File: src/rtl/sdram_cmd_pkg.sv
package sdram_cmd_pkg;
  typedef enum logic [1:0] {
    OP_ACT = 2'd0,
    OP_RD  = 2'd1,
    OP_WR  = 2'd2,
    OP_PRE = 2'd3
  } req_op_e;

  typedef struct packed {
    logic cs_n;
    logic ras_n;
    logic cas_n;
    logic we_n;
  } strobes_t;

  localparam strobes_t STB_NOP = '{cs_n: 1'b1, ras_n: 1'b1, cas_n: 1'b1, we_n: 1'b1};
  localparam strobes_t STB_ACT = '{cs_n: 1'b0, ras_n: 1'b0, cas_n: 1'b1, we_n: 1'b1};
  localparam strobes_t STB_RD  = '{cs_n: 1'b0, ras_n: 1'b1, cas_n: 1'b0, we_n: 1'b1};
  localparam strobes_t STB_WR  = '{cs_n: 1'b0, ras_n: 1'b1, cas_n: 1'b0, we_n: 1'b0};
  localparam strobes_t STB_PRE = '{cs_n: 1'b0, ras_n: 1'b0, cas_n: 1'b1, we_n: 1'b0};
endpackage

File: src/rtl/sdram_mode_store.sv
module sdram_mode_store #(
  parameter int BL_W = 4
) (
  input  logic            clk,
  input  logic            rst_n,
  input  logic            cfg_wr,
  input  logic [2:0]      cfg_burst,
  input  logic [1:0]      cfg_cl,
  output logic [BL_W-1:0] burst_len,
  output logic            full_page,
  output logic [1:0]      cas_lat
);
  logic [2:0] code_q, code_d;
  logic [1:0] cl_q, cl_d;

  always_comb begin
    code_d = code_q;
    cl_d   = cl_q;
    if (cfg_wr) begin
      code_d = cfg_burst;
      cl_d   = cfg_cl;
    end
  end

  always_ff @(posedge clk or negedge rst_n) begin
    if (!rst_n) begin
      code_q <= 3'd0;
      cl_q   <= 2'd2;
    end else begin
      code_q <= code_d;
      cl_q   <= cl_d;
    end
  end

  always_comb begin
    full_page = (code_q == 3'd7);
    unique case (code_q)
      3'd1:    burst_len = BL_W'(2);
      3'd2:    burst_len = BL_W'(4);
      3'd3:    burst_len = BL_W'(8);
      default: burst_len = BL_W'(1);
    endcase
  end

  assign cas_lat = cl_q;

  AST_MODE_CAPTURE: assert property (@(posedge clk) disable iff (!rst_n)
    cfg_wr |=> (cas_lat == $past(cfg_cl))) else $error("mode capture");
endmodule

File: src/rtl/sdram_bank_tracker.sv
module sdram_bank_tracker #(
  parameter int NB    = 4,
  parameter int T_RCD = 3,
  parameter int AP_W  = 5
) (
  input  logic            clk,
  input  logic            rst_n,
  input  logic [NB-1:0]   act_fire,
  input  logic [NB-1:0]   pre_fire,
  input  logic [NB-1:0]   ap_start,
  input  logic [AP_W-1:0] ap_len,
  output logic [NB-1:0]   open_q,
  output logic [NB-1:0]   rcd_ok,
  output logic [NB-1:0]   ap_busy
);
  localparam int CNT_W = (T_RCD > 1) ? $clog2(T_RCD + 1) : 1;
  localparam logic [CNT_W-1:0] RCD_LOAD = CNT_W'(T_RCD - 1);

  for (genvar g = 0; g < NB; g++) begin : g_bank
    logic             open_d;
    logic [CNT_W-1:0] rcd_q, rcd_d;
    logic [AP_W-1:0]  ap_q, ap_d;
    logic             ap_last;

    assign ap_last = (ap_q == AP_W'(1));

    always_comb begin
      rcd_d = rcd_q;
      if (act_fire[g])          rcd_d = RCD_LOAD;
      else if (rcd_q != '0)     rcd_d = rcd_q - CNT_W'(1);

      ap_d = ap_q;
      if (ap_start[g])          ap_d = ap_len;
      else if (ap_q != '0)      ap_d = ap_q - AP_W'(1);

      open_d = open_q[g];
      if (act_fire[g])                   open_d = 1'b1;
      else if (pre_fire[g] || ap_last)   open_d = 1'b0;
    end

    always_ff @(posedge clk or negedge rst_n) begin
      if (!rst_n) begin
        open_q[g] <= 1'b0;
        rcd_q     <= '0;
        ap_q      <= '0;
      end else begin
        open_q[g] <= open_d;
        rcd_q     <= rcd_d;
        ap_q      <= ap_d;
      end
    end

    assign rcd_ok[g]  = (rcd_q == '0);
    assign ap_busy[g] = (ap_q != '0);

    AST_ACT_OPENS: assert property (@(posedge clk) disable iff (!rst_n)
      act_fire[g] |=> open_q[g]) else $error("open");
    AST_PRE_CLOSES: assert property (@(posedge clk) disable iff (!rst_n)
      pre_fire[g] |=> !open_q[g]) else $error("close");
    AST_AP_ON_OPEN: assert property (@(posedge clk) disable iff (!rst_n)
      ap_busy[g] |-> open_q[g]) else $error("ap idle");
    if (T_RCD > 1) begin : g_rcd_chk
      AST_RCD_HOLD: assert property (@(posedge clk) disable iff (!rst_n)
        act_fire[g] |=> !rcd_ok[g]) else $error("rcd");
    end
  end
endmodule

File: src/rtl/sdram_pin_encoder.sv
module sdram_pin_encoder
  import sdram_cmd_pkg::*;
#(
  parameter int BA_W   = 2,
  parameter int ROW_W  = 12,
  parameter int COL_W  = 9,
  parameter int AP_BIT = 10
) (
  input  logic             clk,
  input  logic             rst_n,
  input  logic             issue,
  input  req_op_e          op,
  input  logic [BA_W-1:0]  bank,
  input  logic [ROW_W-1:0] addr,
  input  logic             ap,
  output strobes_t         stb_q,
  output logic [BA_W-1:0]  ba_q,
  output logic [ROW_W-1:0] a_q
);
  strobes_t         stb_d;
  logic [BA_W-1:0]  ba_d;
  logic [ROW_W-1:0] a_d;
  logic [ROW_W-1:0] col_word;

  always_comb begin
    col_word              = '0;
    col_word[COL_W-1:0]   = addr[COL_W-1:0];
    col_word[AP_BIT]      = ap;
    stb_d = STB_NOP;
    ba_d  = '0;
    a_d   = '0;
    if (issue) begin
      ba_d = bank;
      unique case (op)
        OP_ACT: begin stb_d = STB_ACT; a_d = addr;     end
        OP_RD:  begin stb_d = STB_RD;  a_d = col_word; end
        OP_WR:  begin stb_d = STB_WR;  a_d = col_word; end
        default: stb_d = STB_PRE;
      endcase
    end
  end

  always_ff @(posedge clk or negedge rst_n) begin
    if (!rst_n) begin
      stb_q <= STB_NOP;
      ba_q  <= '0;
      a_q   <= '0;
    end else begin
      stb_q <= stb_d;
      ba_q  <= ba_d;
      a_q   <= a_d;
    end
  end

  AST_NOP_IDLE: assert property (@(posedge clk) disable iff (!rst_n)
    !issue |=> (stb_q == STB_NOP && a_q == '0)) else $error("nop");
  AST_AP_PIN: assert property (@(posedge clk) disable iff (!rst_n)
    (issue && (op == OP_RD || op == OP_WR)) |=> (a_q[AP_BIT] == $past(ap))) else $error("ap pin");
endmodule

File: src/rtl/sdram_cmd_gen.sv
module sdram_cmd_gen
  import sdram_cmd_pkg::*;
#(
  parameter int NB     = 4,
  parameter int ROW_W  = 12,
  parameter int COL_W  = 9,
  parameter int AP_BIT = 10,
  parameter int T_RCD  = 3
) (
  input  logic                   clk,
  input  logic                   rst_n,
  input  logic                   cfg_wr,
  input  logic [2:0]             cfg_burst,
  input  logic [1:0]             cfg_cl,
  input  logic                   req_valid,
  input  logic [1:0]             req_op,
  input  logic [$clog2(NB)-1:0]  req_bank,
  input  logic [ROW_W-1:0]       req_addr,
  input  logic                   req_ap,
  output logic                   req_ready,
  output logic                   req_err,
  output logic [NB-1:0]          bank_open,
  output logic                   sd_cs_n,
  output logic                   sd_ras_n,
  output logic                   sd_cas_n,
  output logic                   sd_we_n,
  output logic [$clog2(NB)-1:0]  sd_ba,
  output logic [ROW_W-1:0]       sd_a
);
  localparam int BA_W = $clog2(NB);
  localparam int BL_W = 4;
  localparam int AP_W = BL_W + 1;

  logic [BL_W-1:0] burst_len;
  logic            full_page;
  logic [1:0]      cas_lat;
  logic [NB-1:0]   rcd_ok, ap_busy;
  logic [NB-1:0]   act_fire, pre_fire, ap_start;
  logic [AP_W-1:0] ap_len;
  req_op_e         op;
  logic            is_rdwr, sel_open, bad, stall, take, issue;
  logic            err_d;
  strobes_t        stb;

  sdram_mode_store #(.BL_W(BL_W)) u_mode (
    .clk(clk), .rst_n(rst_n), .cfg_wr(cfg_wr), .cfg_burst(cfg_burst), .cfg_cl(cfg_cl),
    .burst_len(burst_len), .full_page(full_page), .cas_lat(cas_lat)
  );

  sdram_bank_tracker #(.NB(NB), .T_RCD(T_RCD), .AP_W(AP_W)) u_banks (
    .clk(clk), .rst_n(rst_n), .act_fire(act_fire), .pre_fire(pre_fire),
    .ap_start(ap_start), .ap_len(ap_len), .open_q(bank_open), .rcd_ok(rcd_ok),
    .ap_busy(ap_busy)
  );

  always_comb begin
    op       = req_op_e'(req_op);
    is_rdwr  = (op == OP_RD) || (op == OP_WR);
    sel_open = bank_open[req_bank];
    bad      = !ap_busy[req_bank] &&
               ((is_rdwr && !sel_open) || (op == OP_ACT && sel_open) ||
                (is_rdwr && req_ap && full_page));
    stall    = ap_busy[req_bank] || (is_rdwr && sel_open && !bad && !rcd_ok[req_bank]);
    take     = req_valid && !stall;
    issue    = take && !bad;
    err_d    = take && bad;
    ap_len   = AP_W'(burst_len) + ((op == OP_RD) ? AP_W'(cas_lat) : AP_W'(0));
    act_fire = '0;
    pre_fire = '0;
    ap_start = '0;
    act_fire[req_bank] = issue && (op == OP_ACT);
    pre_fire[req_bank] = issue && (op == OP_PRE);
    ap_start[req_bank] = issue && is_rdwr && req_ap;
  end

  assign req_ready = !(req_valid && stall);

  always_ff @(posedge clk or negedge rst_n) begin
    if (!rst_n) req_err <= 1'b0;
    else        req_err <= err_d;
  end

  sdram_pin_encoder #(.BA_W(BA_W), .ROW_W(ROW_W), .COL_W(COL_W), .AP_BIT(AP_BIT)) u_pins (
    .clk(clk), .rst_n(rst_n), .issue(issue), .op(op), .bank(req_bank),
    .addr(req_addr), .ap(req_ap), .stb_q(stb), .ba_q(sd_ba), .a_q(sd_a)
  );

  assign sd_cs_n  = stb.cs_n;
  assign sd_ras_n = stb.ras_n;
  assign sd_cas_n = stb.cas_n;
  assign sd_we_n  = stb.we_n;

  AST_ERR_NO_CMD: assert property (@(posedge clk) disable iff (!rst_n)
    req_err |-> sd_cs_n) else $error("err cmd");
  AST_ERR_KEEPS_BANKS: assert property (@(posedge clk) disable iff (!rst_n)
    req_err |-> (bank_open == $past(bank_open))) else $error("err state");
  AST_FULLPAGE_AP: assert property (@(posedge clk) disable iff (!rst_n)
    (take && is_rdwr && req_ap && full_page && sel_open && !ap_busy[req_bank]) |=> req_err)
    else $error("full page ap");
  AST_READY_IDLE: assert property (@(posedge clk) disable iff (!rst_n)
    !req_valid |-> req_ready) else $error("ready");
endmodule

File: config.mk
export PLATFORM = sky130hd
export DESIGN_NAME = sdram_cmd_gen
export DESIGN_NICKNAME = d
export VERILOG_FILES = /design/src/rtl/sdram_cmd_pkg.sv /design/src/rtl/sdram_mode_store.sv /design/src/rtl/sdram_bank_tracker.sv /design/src/rtl/sdram_pin_encoder.sv /design/src/rtl/sdram_cmd_gen.sv
export SDC_FILE = /design/constraint.sdc
export NUM_CORES = 1
export LEC_CHECK = 0
export BUFFER_PORTS_ARGS = -buffer_cell sky130_fd_sc_hd__buf_2
export CORE_UTILIZATION = 60
export DETAILED_ROUTE_END_ITERATION = 10
export PLACE_DENSITY_LB_ADDON = 0.08
export SLEW_MARGIN = 20
export SYNTH_ARGS = -nofsm -noshare
export SYNTH_HDL_FRONTEND = slang
export SYNTH_SLANG_ARGS = --single-unit
File: constraint.sdc
create_clock -name clk -period 7.45 [get_ports clk]
set_clock_uncertainty 0.15 [all_clocks]
set_input_delay 0.745 -clock clk [delete_from_list [all_inputs] [get_ports clk]]
set_output_delay 0.745 -clock clk [all_outputs]
set_load 0.01 [all_outputs]
### Yosys cells after proc, flatten, opt, wreduce, memory -nomap -nowiden

Cells that the tools add are included.

| storage, ports and cells | value |
|---|---|
| flip-flop bits (word level) | 56 |
| input port bits | 26 |
| output and inout port bits | 24 |
| logic and storage cells | 142 |

| cells by class | value |
|---|---|
| $add $sub $neg | 9 |
| $lt $le $gt $ge | 2 |
| eq/ne operators | 11 |
| multiplexer cells | 39 |
| bitwise operators | 3 |
| reductions and logical operators | 57 |

Operators by type and width:

| operator | number |
|---|---|
| $mux 5 | 8 |
| $reduce_bool 2->1 | 16 |
| $pmux 12 s2 | 1 |
| $eq 5x1->1 const B | 4 |
| $mux 2 | 10 |
| $reduce_bool 5->1 | 4 |
| $sub 5x1->5 const B | 4 |
| $logic_and 1x1->1 | 17 |
| $and 4x4->4 | 3 |
| $mux 1 | 12 |
| $mux 12 | 1 |
| $pmux 4 s3 | 1 |
| $logic_not 2->1 | 5 |
| $pmux 3 s3 | 1 |
| $logic_or 1x1->1 | 8 |
| $sub 2x1->2 const B | 4 |
| $bmux 1 s2 | 3 |
| $eq 3x2->1 const B | 2 |
| $logic_not 1->1 | 6 |
| $add 4x2->5 | 1 |
| $eq 2x2->1 const B | 2 |
| $mux 4 | 1 |
| $eq 3x1->1 const B | 1 |
| $eq 3x3->1 const B | 1 |
| 5 further kinds | 5 |

### Longest topological paths before layout

| depth | value |
|---|---|
| word-level depth | 19 |
| depth in mapped cells | 9 |

### Cells and area by module

Synthesis repeated with hierarchy kept, for this count alone.

| second synthesis, totals | value |
|---|---|
| cell total of the unflattened synthesis | 306 |
| area total of the unflattened synthesis | 3214.3 sq um |

Modules (own cells, without submodules):

| module | instances | cells an instance | area an instance (sq um) |
|---|---|---|---|
| sdram_bank_tracker | 1 | 176 | 1745.4 |
| sdram_pin_encoder | 1 | 48 | 720.7 |
| sdram_cmd_gen | 1 | 67 | 528.0 |
| sdram_mode_store | 1 | 15 | 220.2 |

### Worst setup path before layout

Ideal clock, no wire load.

| path | value |
|---|---|
| path kind | in2out |
| from | in req_op[0] |
| to | out req_ready |
| data arrival time | 2.052 ns |
| path slack | 4.503 ns |
| stages | 7 |
| cell sequence | inv_1 > ha_1 > and2_1 > clkbuf_1 > a41o_1 > nor4bb_1 > o21ai_0 |

| between the ends | value |
|---|---|
| longest elaborated chain between the ends | 12 |
| elaborated cells between the ends (all ways) | 18 |
| classes of those cells | eq/ne (2); reduce/logical (16) |

Ends and longest elaborated chain:

| element | line | text |
|---|---|---|
| from (decl) | sdram_cmd_gen.sv:16 | `input logic [1:0] req_op,` |
| $eq 2x1->1 / $eq 2x2->1 (equally long branches) | sdram_cmd_gen.sv:58 | `is_rdwr = (op == OP_RD) \|\| (op == OP_WR);` |
| $logic_or 1x1->1 | sdram_cmd_gen.sv:58 |  |
| $logic_and 1x1->1, on equally long branches | sdram_cmd_gen.sv:61, sdram_cmd_gen.sv:62 |  |
| $logic_or 1x1->1 / $logic_and 1x1->1 (equally long branches) | sdram_cmd_gen.sv:61, sdram_cmd_gen.sv:62 |  |
| $logic_or 1x1->1 | sdram_cmd_gen.sv:61 | `((is_rdwr && !sel_open) \|\| (op == OP_ACT && sel_open) \|\|` |
| $logic_and 1x1->1 | sdram_cmd_gen.sv:60 | `bad = !ap_busy[req_bank] &&` |
| $logic_not 1->1 | sdram_cmd_gen.sv:63 | `stall = ap_busy[req_bank] \|\| (is_rdwr && sel_open && !bad && !rcd_ok[req_bank]);` |
| $logic_and 1x1->1 * (2 in series) | sdram_cmd_gen.sv:63 |  |
| $logic_or 1x1->1 * | sdram_cmd_gen.sv:63 |  |
| $logic_and 1x1->1 * | sdram_cmd_gen.sv:76 | `assign req_ready = !(req_valid && stall);` |
| $logic_not 1->1 * | sdram_cmd_gen.sv:76 |  |
| to (decl) | sdram_cmd_gen.sv:20 | `output logic req_ready,` |

Mark *: on every way between the ends. The rest lies on a longest branch, timed or not.

### Worst setup path in the final report

Ends and elaborated chain as after synthesis.

==> flow_summary.json <==
{
  "status": "finished clean",
  "cpMaxStageDelayCell": "ha_1",
  "netlist_instances": 286,
  "final_common_cell": "dfrtp_1",
  "place_hpwl_um": 4690,
  "synth_top_family_by_area": "simple AND/OR/NAND/NOR gates",
  "crit_family": "simple AND/OR/NAND/NOR gates",
  "tns_ps": 0,
  "synth_compound_area_frac": 0.109,
  "synth_area_um2": 3060,
  "finish.utilization": 0.720,
  "drc": 0,
  "cpPeakStageDelay_ps": 390,
  "cts_resized": 0,
  "clock_latency_ps": 320,
  "synth.area.mux_share": 0.0691,
  "fin_cells": 402,
  "fmax_mhz": 296,
  "cts_setup_buffers": 0,
  "path_clk_slew_ps": 110,
  "placed_cells": 394,
  "vias_per_cell": 5.71,
  "cp.required_ps": 6550,
  "crit_buf_inv": 3,
  "yosysSeqAreaShare": 0.460,
  "diodes": 0,
  "start_util": 0.635,
  "cts-buffers-inserted": 5,
  "clk_path_buf_depth": 2,
  "period_needed_ps": 3380,
  "ir_worst_vdd_uv": 198,
  "power.density_nw_per_um2": 330,
  "cts-hold-fix-buffers": 0,
  "cts_tree": "done",
  "rsz0062_at_grt": "false",
  "drt_pass1_iterations": 4,
  "arrival_ps": 2490,
  "mostFrequentLayoutCells": "dfrtp_1, buf_2, nand2_1",
  "io_pins": 50,
  "synth_nets": 335,
  "slew_headroom": 0.314,
  "report.final.hold_viol_count": 0,
  "worst_pin_slew_ps": 1010,
  "end_kind": "output port",
  "synth-seq-cells": 56,
  "grt_pass1_vias": 2164,
  "cts_sinks": 56,
  "core.rowCount": 25,
  "synth.distinct_cells": 55,
  "drive_above_1_share": 0.269,
  "grt_pass1_wl_um": 10300,
  "synthXorXnorAreaFrac": 0.0487,
  "synthArstFlopShare": 1.00,
  "die_y_um": 73.4,
  "period_share": 0.454,
  "portBuffers": 49,
  "area_delta_synth_final_pct": 13.3,
  "post_drt_wl_per_cell_um": 15.7,
  "path_max_fanout": 8,
  "slew_viol_final": 0,
  "grt.overflow.total": 0,
  "place.gp.congestion": 0.826,
  "yosysWarnings": 0,
  "syn_area_per_cell_um2": 10.7,
  "start_kind": "input pin",
  "nets": 383,
  "synth_fa_ha_area_frac": 0.0965,
  "cts-root-buf": "clkbuf_8",
  "ant_nets": 0,
  "p_leak_uw": 0.00170,
  "gr-usage-all-layers": 0.257,
  "fp.dieW_um": 73.4,
  "grt_max_degree": 57,
  "coreArea_um2": 4820,
  "vias": 2296,
  "htreeDepth": 2,
  "synth_simple_gate_area_share": 0.175,
  "synth-edff-count": 0,
  "hold_slack_ps": 353,
  "antenna_found_initial": 0,
  "drv_cap": 0,
  "synth_top_flop_cell": "dfrtp_1",
  "cp_common_cell": "buf_2",
  "wirelength_um": 6310,
  "dieArea_um2": 5390,
  "critPathKind": "in2out",
  "drt-initial-drc-count": 144,
  "hold_class": "reg2reg",
  "path_cells": "buf_2, inv_1, ha_1, and2_1, a41o_1, nor4bb_1, o21ai_0, buf_2",
  "setup_viol": 0,
  "power_uw": 1140
}
[final cells by class]
type / instances / area [µm²]
Clock inverter: 3 / 46.3
Tap cell: 67 / 83.8
Clock buffer: 5 / 68.8
Sequential cell: 56 / 1410
Inverter: 22 / 82.6
Fill cell: 380 / 1350
Multi-Input combinational cell: 199 / 1530
Timing Repair Buffer: 50 / 253
[logic make-up after synthesis]
family          Yosys count
xor+xnor                 17
buf+inv                  31
fa+ha+maj                23
flops                    56
compound gates           44
mux                      17
simple gates             98
[cell usage after synthesis, types with 3 or more instances]
master | instances | area share
a31oi_1 | 4 | 0.0082
nor3_1 | 13 | 0.021
and3_1 | 5 | 0.010
clkbuf_1 | 6 | 0.0074
xnor2_1 | 7 | 0.020
o21ai_2 | 3 | 0.0086
a21o_1 | 3 | 0.0074
nand3b_1 | 3 | 0.0074
dfrtp_1 | 51 | 0.42
ha_1 | 22 | 0.090
and2_1 | 8 | 0.016
o21ai_0 | 10 | 0.016
nor4b_1 | 5 | 0.014
xor2_1 | 10 | 0.029
a21oi_1 | 4 | 0.0065
nor2_1 | 15 | 0.018
nand2_1 | 29 | 0.036
inv_1 | 22 | 0.027
dfstp_2 | 5 | 0.043
o22ai_1 | 3 | 0.0061
mux2_2 | 9 | 0.033
nor2b_1 | 3 | 0.0061
mux2i_1 | 5 | 0.016
[final timing paths]
path | startpoint | endpoint | slack [ps] | cells past startpoint
setup reg to reg | u_banks.g_bank[2].ap_q[0] | u_pins.a_q[8] | 4410 | 8
max in group asynchronous | rst_n | u_mode.code_q[2] | 6280 | 2
min in group asynchronous | rst_n | u_banks.g_bank[1].ap_q[4] | 390 | 2
hold reg to reg | u_banks.g_bank[1].rcd_q[1] | u_banks.g_bank[1].rcd_q[1] | 350 | 2
setup / recovery | req_op[0] | req_ready | 4070 | 8
hold / removal | u_banks.g_bank[1].rcd_q[1] | u_banks.g_bank[1].rcd_q[1] | 350 | 2
[worst register-to-register path, cell delays in order, from the launching register on]
cell and delay, ps:
dfrtp_1 420, inv_1 120, ha_1 170, or4b_1 600, o2bb2ai_2 280, o21ai_4 150
nor2_1 520, inv_1 240, nor4b_1 300
[layer usage]
metal / wire length [µm] / global-route usage
met5: 0 / 0
met4: 78 / 0.0662
met3: 343 / 0.0508
met2: 3180 / 0.425
met1: 2710 / 0.349
[stage by stage]
stage                     setup WS [ps]  area (µm²)
after floorplan                    4500        3060
after global placement             4150        3350
after detailed placement           4040        3350
after CTS                          4070        3470
after global routing               3980        3470
final                              4070        3470
[registers in the layout, summed over array words and instances (netlist names)]
| register | cells |
|---|---|
| u_mode.cas_lat | 2 |
| u_pins.a_q | 12 |
| u_mode.code_q | 3 |
| u_banks.open_q | 4 |
| u_pins.ba_q | 2 |
| u_pins.stb_q | 4 |
| u_banks.g_bank.ap_q | 20 |
| req_err | 1 |
| u_banks.g_bank.rcd_q | 8 |
[report_power, final]
| part | total, µW | switching (µW) | internal [µW] |
|---|---|---|---|
| combinational | 466 | 247 | 219 |
| sequential | 472 | 74.5 | 398 |
| clock | 205 | 104 | 101 |
| total | 1140 | 425 | 718 |
(Power assumes the default switching activity.)
